## config.mk

```make
export PLATFORM = sky130hd
export DESIGN_NAME = lcm_line_monitor
export DESIGN_NICKNAME = d
export VERILOG_FILES = /design/src/rtl/lcm_pkg.sv /design/src/rtl/lcm_vc_tracker.sv /design/src/rtl/lcm_status_reg.sv /design/src/rtl/lcm_line_monitor.sv
export SDC_FILE = /design/constraint.sdc
export NUM_CORES = 1
export LEC_CHECK = 0
export BUFFER_PORTS_ARGS = -buffer_cell sky130_fd_sc_hd__buf_2
export CORE_UTILIZATION = 48
export DETAILED_ROUTE_END_ITERATION = 8
export GPL_TIMING_DRIVEN = 0
export PLACE_DENSITY_LB_ADDON = 0.05
export SLEW_MARGIN = 25
export SYNTH_ARGS = -nofsm -noshare
export SYNTH_HDL_FRONTEND = slang
export SYNTH_HIERARCHICAL = 1
export SYNTH_SLANG_ARGS = --single-unit
```

## constraint.sdc

```tcl
create_clock -name clk -period 2.95 [get_ports clk]
set_clock_uncertainty 0.1 [all_clocks]
set_input_delay 0 -clock clk [delete_from_list [all_inputs] [get_ports clk]]
set_output_delay 0 -clock clk [all_outputs]
set_load 0.05 [all_outputs]
```

## src/rtl/lcm_pkg.sv

```systemverilog
package lcm_pkg;
    localparam int NUM_VC   = 4;
    localparam int ADDR_W   = 8;
    localparam int DATA_W   = 32;
    localparam int NUM_EV   = 6;
    localparam int FLD_LSB  = 8;

    localparam logic [ADDR_W-1:0] ADDR_STATUS = 8'h24;
    localparam logic [ADDR_W-1:0] ADDR_MASK   = 8'h28;
    localparam logic [ADDR_W-1:0] ADDR_LIM0   = 8'h40;

    localparam logic [1:0] LC_OK   = 2'b00;
    localparam logic [1:0] LC_FEW  = 2'b01;
    localparam logic [1:0] LC_MANY = 2'b10;

    typedef enum logic [1:0] {
        TRK_IDLE  = 2'd0,
        TRK_FRAME = 2'd1,
        TRK_OVER  = 2'd2
    } trk_state_e;

    // Sticky 2-bit field update: a new code is stored only when the field
    // is zero after this cycle's clear (so set beats a same-cycle clear).
    function automatic logic [1:0] next_field(input logic [1:0] cur,
                                              input logic [1:0] clr,
                                              input logic [1:0] code);
        logic [1:0] kept;
        kept = cur & ~clr;
        if (code != LC_OK && kept == LC_OK)
            return code;
        return kept;
    endfunction
endpackage

```

## src/rtl/lcm_vc_tracker.sv

```systemverilog
module lcm_vc_tracker
    import lcm_pkg::*;
#(
    parameter int CNT_W = 16
) (
    input  logic             clk,
    input  logic             rst_n,
    input  logic             frame_start,
    input  logic             line_start,
    input  logic             frame_end,
    input  logic [CNT_W-1:0] limit,
    output logic [1:0]       err_code
);
    trk_state_e       state_q, state_d;
    logic [CNT_W-1:0] cnt_q;
    logic             at_limit;

    assign at_limit = (cnt_q == limit);

    // state and counter register
    always_ff @(posedge clk or negedge rst_n) begin
        if (!rst_n) begin
            state_q <= TRK_IDLE;
            cnt_q   <= '0;
        end else begin
            state_q <= state_d;
            if (frame_start)
                cnt_q <= '0;
            else if (state_q == TRK_FRAME && !frame_end && line_start && !at_limit)
                cnt_q <= cnt_q + 1'b1;
        end
    end

    // next state
    always_comb begin
        state_d = state_q;
        unique case (state_q)
            TRK_IDLE: begin
                if (frame_start) state_d = TRK_FRAME;
            end
            TRK_FRAME: begin
                if (frame_start)                 state_d = TRK_FRAME;
                else if (frame_end)              state_d = TRK_IDLE;
                else if (line_start && at_limit) state_d = TRK_OVER;
            end
            TRK_OVER: begin
                if (frame_start)    state_d = TRK_FRAME;
                else if (frame_end) state_d = TRK_IDLE;
            end
            default: state_d = TRK_IDLE;
        endcase
    end

    // outputs
    always_comb begin
        err_code = LC_OK;
        if (!frame_start && state_q == TRK_FRAME) begin
            if (frame_end) begin
                if (cnt_q < limit) err_code = LC_FEW;
            end else if (line_start && at_limit) begin
                err_code = LC_MANY;
            end
        end
    end
endmodule

```

## src/rtl/lcm_status_reg.sv

```systemverilog
module lcm_status_reg
    import lcm_pkg::*;
#(
    parameter bit EN_LINE_CHECK = 1'b1
) (
    input  logic              clk,
    input  logic              rst_n,
    input  logic [DATA_W-1:0] clr,
    input  logic [NUM_EV-1:0] ev_set,
    input  logic [1:0]        lc_code [NUM_VC],
    output logic [DATA_W-1:0] status
);
    localparam int FLD_W = 2 * NUM_VC;

    logic [NUM_EV-1:0] ev_q;
    logic [1:0]        fld_q [NUM_VC];
    logic [FLD_W-1:0]  fld_flat;

    always_ff @(posedge clk or negedge rst_n) begin
        if (!rst_n) begin
            ev_q <= '0;
        end else begin
            ev_q <= (ev_q & ~clr[NUM_EV-1:0]) | ev_set;
        end
    end

    always_ff @(posedge clk or negedge rst_n) begin
        if (!rst_n) begin
            for (int c = 0; c < NUM_VC; c++) fld_q[c] <= LC_OK;
        end else begin
            for (int c = 0; c < NUM_VC; c++) begin
                if (EN_LINE_CHECK)
                    fld_q[c] <= next_field(fld_q[c], clr[FLD_LSB+2*c +: 2], lc_code[c]);
                else
                    fld_q[c] <= LC_OK;
            end
        end
    end

    always_comb begin
        for (int c = 0; c < NUM_VC; c++) fld_flat[2*c +: 2] = fld_q[c];
    end

    assign status = {{(DATA_W-FLD_LSB-FLD_W){1'b0}}, fld_flat,
                     {(FLD_LSB-NUM_EV){1'b0}}, ev_q};
endmodule

```

## src/rtl/lcm_line_monitor.sv

```systemverilog
module lcm_line_monitor
    import lcm_pkg::*;
#(
    parameter bit EN_LINE_CHECK = 1'b1,
    parameter int CNT_W         = 16,
    parameter int LANE_W        = 3
) (
    input  logic              clk,
    input  logic              rst_n,
    input  logic              wr_en,
    input  logic              rd_en,
    input  logic [ADDR_W-1:0] addr,
    input  logic [DATA_W-1:0] wdata,
    output logic [DATA_W-1:0] rdata,
    input  logic [NUM_VC-1:0] vc_fs,
    input  logic [NUM_VC-1:0] vc_ls,
    input  logic [NUM_VC-1:0] vc_fe,
    input  logic              ev_underrun,
    input  logic              ev_bad_dtype,
    input  logic              ev_linebuf_full,
    input  logic              ev_gsp_full,
    input  logic              ulps_active,
    input  logic [LANE_W-1:0] active_lanes,
    input  logic [LANE_W-1:0] max_lanes,
    output logic              irq
);
    logic [DATA_W-1:0] status_q;
    logic [DATA_W-1:0] mask_q;
    logic [CNT_W-1:0]  lim_q [NUM_VC];
    logic [1:0]        lc_code [NUM_VC];
    logic [DATA_W-1:0] stat_clr;
    logic [NUM_EV-1:0] ev_set;
    logic [DATA_W-1:0] rd_mux;
    logic              lane_bad;

    assign lane_bad = (active_lanes > max_lanes);
    assign ev_set   = {lane_bad, ev_gsp_full, ulps_active,
                       ev_linebuf_full, ev_bad_dtype, ev_underrun};
    assign stat_clr = (wr_en && addr == ADDR_STATUS) ? wdata : '0;

    // configuration registers
    always_ff @(posedge clk or negedge rst_n) begin
        if (!rst_n) begin
            mask_q <= '0;
            for (int c = 0; c < NUM_VC; c++) lim_q[c] <= '0;
        end else if (wr_en) begin
            if (addr == ADDR_MASK) mask_q <= wdata;
            for (int c = 0; c < NUM_VC; c++)
                if (addr == ADDR_LIM0 + ADDR_W'(4*c)) lim_q[c] <= wdata[CNT_W-1:0];
        end
    end

    generate
        if (EN_LINE_CHECK) begin : g_track
            for (genvar c = 0; c < NUM_VC; c++) begin : g_vc
                lcm_vc_tracker #(.CNT_W(CNT_W)) i_trk (
                    .clk         (clk),
                    .rst_n       (rst_n),
                    .frame_start (vc_fs[c]),
                    .line_start  (vc_ls[c]),
                    .frame_end   (vc_fe[c]),
                    .limit       (lim_q[c]),
                    .err_code    (lc_code[c])
                );
            end
        end else begin : g_notrack
            for (genvar c = 0; c < NUM_VC; c++) begin : g_vc
                assign lc_code[c] = LC_OK;
            end
        end
    endgenerate

    lcm_status_reg #(.EN_LINE_CHECK(EN_LINE_CHECK)) i_stat (
        .clk     (clk),
        .rst_n   (rst_n),
        .clr     (stat_clr),
        .ev_set  (ev_set),
        .lc_code (lc_code),
        .status  (status_q)
    );

    always_comb begin
        rd_mux = '0;
        if (addr == ADDR_STATUS) rd_mux = status_q;
        if (addr == ADDR_MASK)   rd_mux = mask_q;
        for (int c = 0; c < NUM_VC; c++)
            if (addr == ADDR_LIM0 + ADDR_W'(4*c))
                rd_mux = {{(DATA_W-CNT_W){1'b0}}, lim_q[c]};
    end

    always_ff @(posedge clk or negedge rst_n) begin
        if (!rst_n)     rdata <= '0;
        else if (rd_en) rdata <= rd_mux;
    end

    assign irq = |(status_q & mask_q);
endmodule

```

==> metrics.md <==
| Metric | Value |
|---|---|
| Maximum VDD drop | `0.4093 mV` |
| Nets | `1,531` |
| Port Buf Inserts | `99` |
| HP Class | `in -> reg` |
| CTS Buf Count | `26` |
| Max H-tree Level | `1` |
| N_diodes | `0` |
| Vias per cell | `5.619` |
| Rows | `58` |
| Core Area | `25,180 um^2` |
| Worst skew pair latency | `530 ps` |
| Hold path depth | `4` |
| Die W | `162.3 um` |
| CP max-delay cell | `dlygate4sd3_1` |
| Min cycle time layout | `2769 ps` |
| # DRC | `0` |
| Clock transition at the registers of the reported paths | `60 ps` |
| Delay of the slowest cell on the worst path | `580 ps` |
| Syn. warnings | `6` |
| Initial antenna violation count | `0` |
| Clock tree buffer depth | `3` |
| Crit. End Element | `flip-flop` |
| Critical Path Source | `lim_q[63]` |
| Detailed placement HPWL | `25,850 um` |
| Die Y | `162.3 um` |
| Min-delay src | `addr[2]` |
| Worst Reg2Reg Path Length in Cells | `9` |
| Number of global-route vias before repair | `9,687` |
| Slew Viols, Final | `0` |
| Cell Pwr Density | `516.8 nW/um^2` |
| Initial DRC count | `589` |
| Final wirelength | `35,170 um` |
| Synthesized area per cell | `10.50 um^2` |
| Pin count of the biggest net entering global routing | `90` |
| Static leakage | `6.900 nW` |
| Global route overflow | `0` |
| Status | `finished, final reports clean` |
| Die area | `26,330 um^2` |
| Final hold vios | `0` |
| Critical Path AT | `3080 ps` |
| Peak Freq | `361.1 MHz` |
| Max-cap violations | `0` |
| Syn Inst Count | `1,174` |
| First-pass GRT wire length | `55,420 um` |
| Power Total | `0.007792 W` |
| Initial Util | `48.97%` |
| Root Driver | `clkbuf_16` |
| Final core occ | `59.87%` |
| Synth Cell Area | `12,330 um^2` |
| Number of fill cells | `2,163` |
| Drt wl/cell | `20.20 um` |
| Crit Path Max Fanout | `10` |
| Post-route ant nets | `0` |
| Layout Area Growth over Synthesis | `22.27%` |
| Worst EP required | `3260 ps` |
| Fin crit share | `93.88%` |
| Crit path cell chain | `inv_1 > ha_1 > nand4_1 > nor4_2 > buf_2 > nand2_1 > a31oi_1 > dlygate4sd3_1 > a21oi_1` |
| Final Setup Violations | `0` |
| Via count | `9,782` |
| Worst-Margin Slew | `649.8 ps` |
| WS Path Type | `reg -> reg` |
| RR Startpoint | `lim_q[63]` |
| Sink Count | `214` |
| Total Routing Usage GR | `27.41%` |
| Sum Neg Setup Slack | `0 ps` |
| CTS tree | `built` |
| Top Ports | `100` |
| Worst Setup Start Kind | `flip-flop` |
| GP Congestion | `0.9006` |
| WHS | `11.23 ps` |
| Unrepaired setup endpoints after global routing | `no` |
| Drt pass-1 iters | `4` |
| Layout cell share with drive strength beyond 1 | `22.82%` |
| Post-CTS Setup Repair Bufs | `0` |
| Slew HR | `56.53%` |
## metrics by stage
| step | instance area [um^2] | setup slack (ps) | instances |
|---|---|---|---|
| after global routing | 15080 | 28.87 | 1741 |
| final | 15080 | 180.6 | 1741 |
| after CTS | 15060 | 113.7 | 1741 |
| after floorplan | 12390 | 865.6 | 1191 |
| after global placement | 13300 | -2095 | 1620 |
| after detailed placement | 13370 | 516.2 | 1622 |
## placed cells by master, fill, tap and decap left out, types with 22 or more instances in the layout
cell and instances:
xnor2_1 55, a22oi_1 47, nand2_1 56, inv_1 91
ha_1 71, a21oi_1 60, nor4_1 22, mux2_2 74
nor2_1 86, nor3_1 29, a21o_1 26, dfrtp_1 214
nand4_1 23, clkbuf_1 30, dlygate4sd3_1 72, clkbuf_16 27
buf_4 25, o2bb2ai_1 25, buf_2 108
## flip-flops by register name, indices dropped and copies added (netlist names)
register	count
rdata	32
i_stat/status	8
g_track.g_vc.i_trk/state_q	8
i_stat/ev_q	6
lim_q	64
mask_q	32
g_track.g_vc.i_trk/cnt_q	64
## per-layer routing
metal  track usage [%]  part of all wire, %  routed length [um]  up-vias
met1             38.40                   46               16320     4837
met3             2.886                  4.1                1450       55
met4             7.976                  2.9                1031        0
met2             44.76                   47               16360      235
met5                 0                    0                   0        -
li1                  -                    -                   -     4655
## worst max-delay path: cells and delay by family (launching register included)
family | cells | cell delay, ps
AND/OR/NAND/NOR | 3 | 680
adder cells (fa/ha/maj) | 1 | 310
flip-flops | 1 | 430
AO/OA/AOI/OAI | 2 | 210
buffers and inverters | 3 | 920
## final cells by class
class / instances / area, um^2 / area share (%)
Buffer: 68 / 402.9 / 2.672
Clock buffer: 38 / 797.0 / 5.286
Clock inverter: 8 / 145.1 / 0.9627
Inverter: 93 / 349.1 / 2.315
Multi-Input combinational cell: 816 / 6306 / 41.83
Sequential cell: 214 / 5355 / 35.52
Tap cell: 330 / 412.9 / 2.739
Timing Repair Buffer: 174 / 1309 / 8.681
## what timing repair did
action                     CTS  global route
setup endpoints to repair    0             4
hold endpoints to repair   360             0
hold buffers                73             0
gates resized for setup      0             3
## report_power, final
group | leakage (nW) | internal (W) | switching (W)
Combinational | 3.54 | 0.000463 | 0.000597
Clock | 0.458 | 0.00221 | 0.00129
Sequential | 2.90 | 0.00306 | 0.000169
Total | 6.90 | 0.00574 | 0.00206
## worst paths after layout
check	endpoint	slack [ps]
worst max register to register	g_track.g_vc[0].i_trk/state_q[0]	180
min in group asynchronous	rdata[20]	490
worst min register to register	g_track.g_vc[0].i_trk/state_q[0]	380
worst max-delay path	g_track.g_vc[0].i_trk/state_q[0]	180
max in group asynchronous	g_track.g_vc[1].i_trk/cnt_q[12]	1790
worst min-delay path	lim_q[1]	10
No activity file was read; power rests on OpenSTA's default activity.
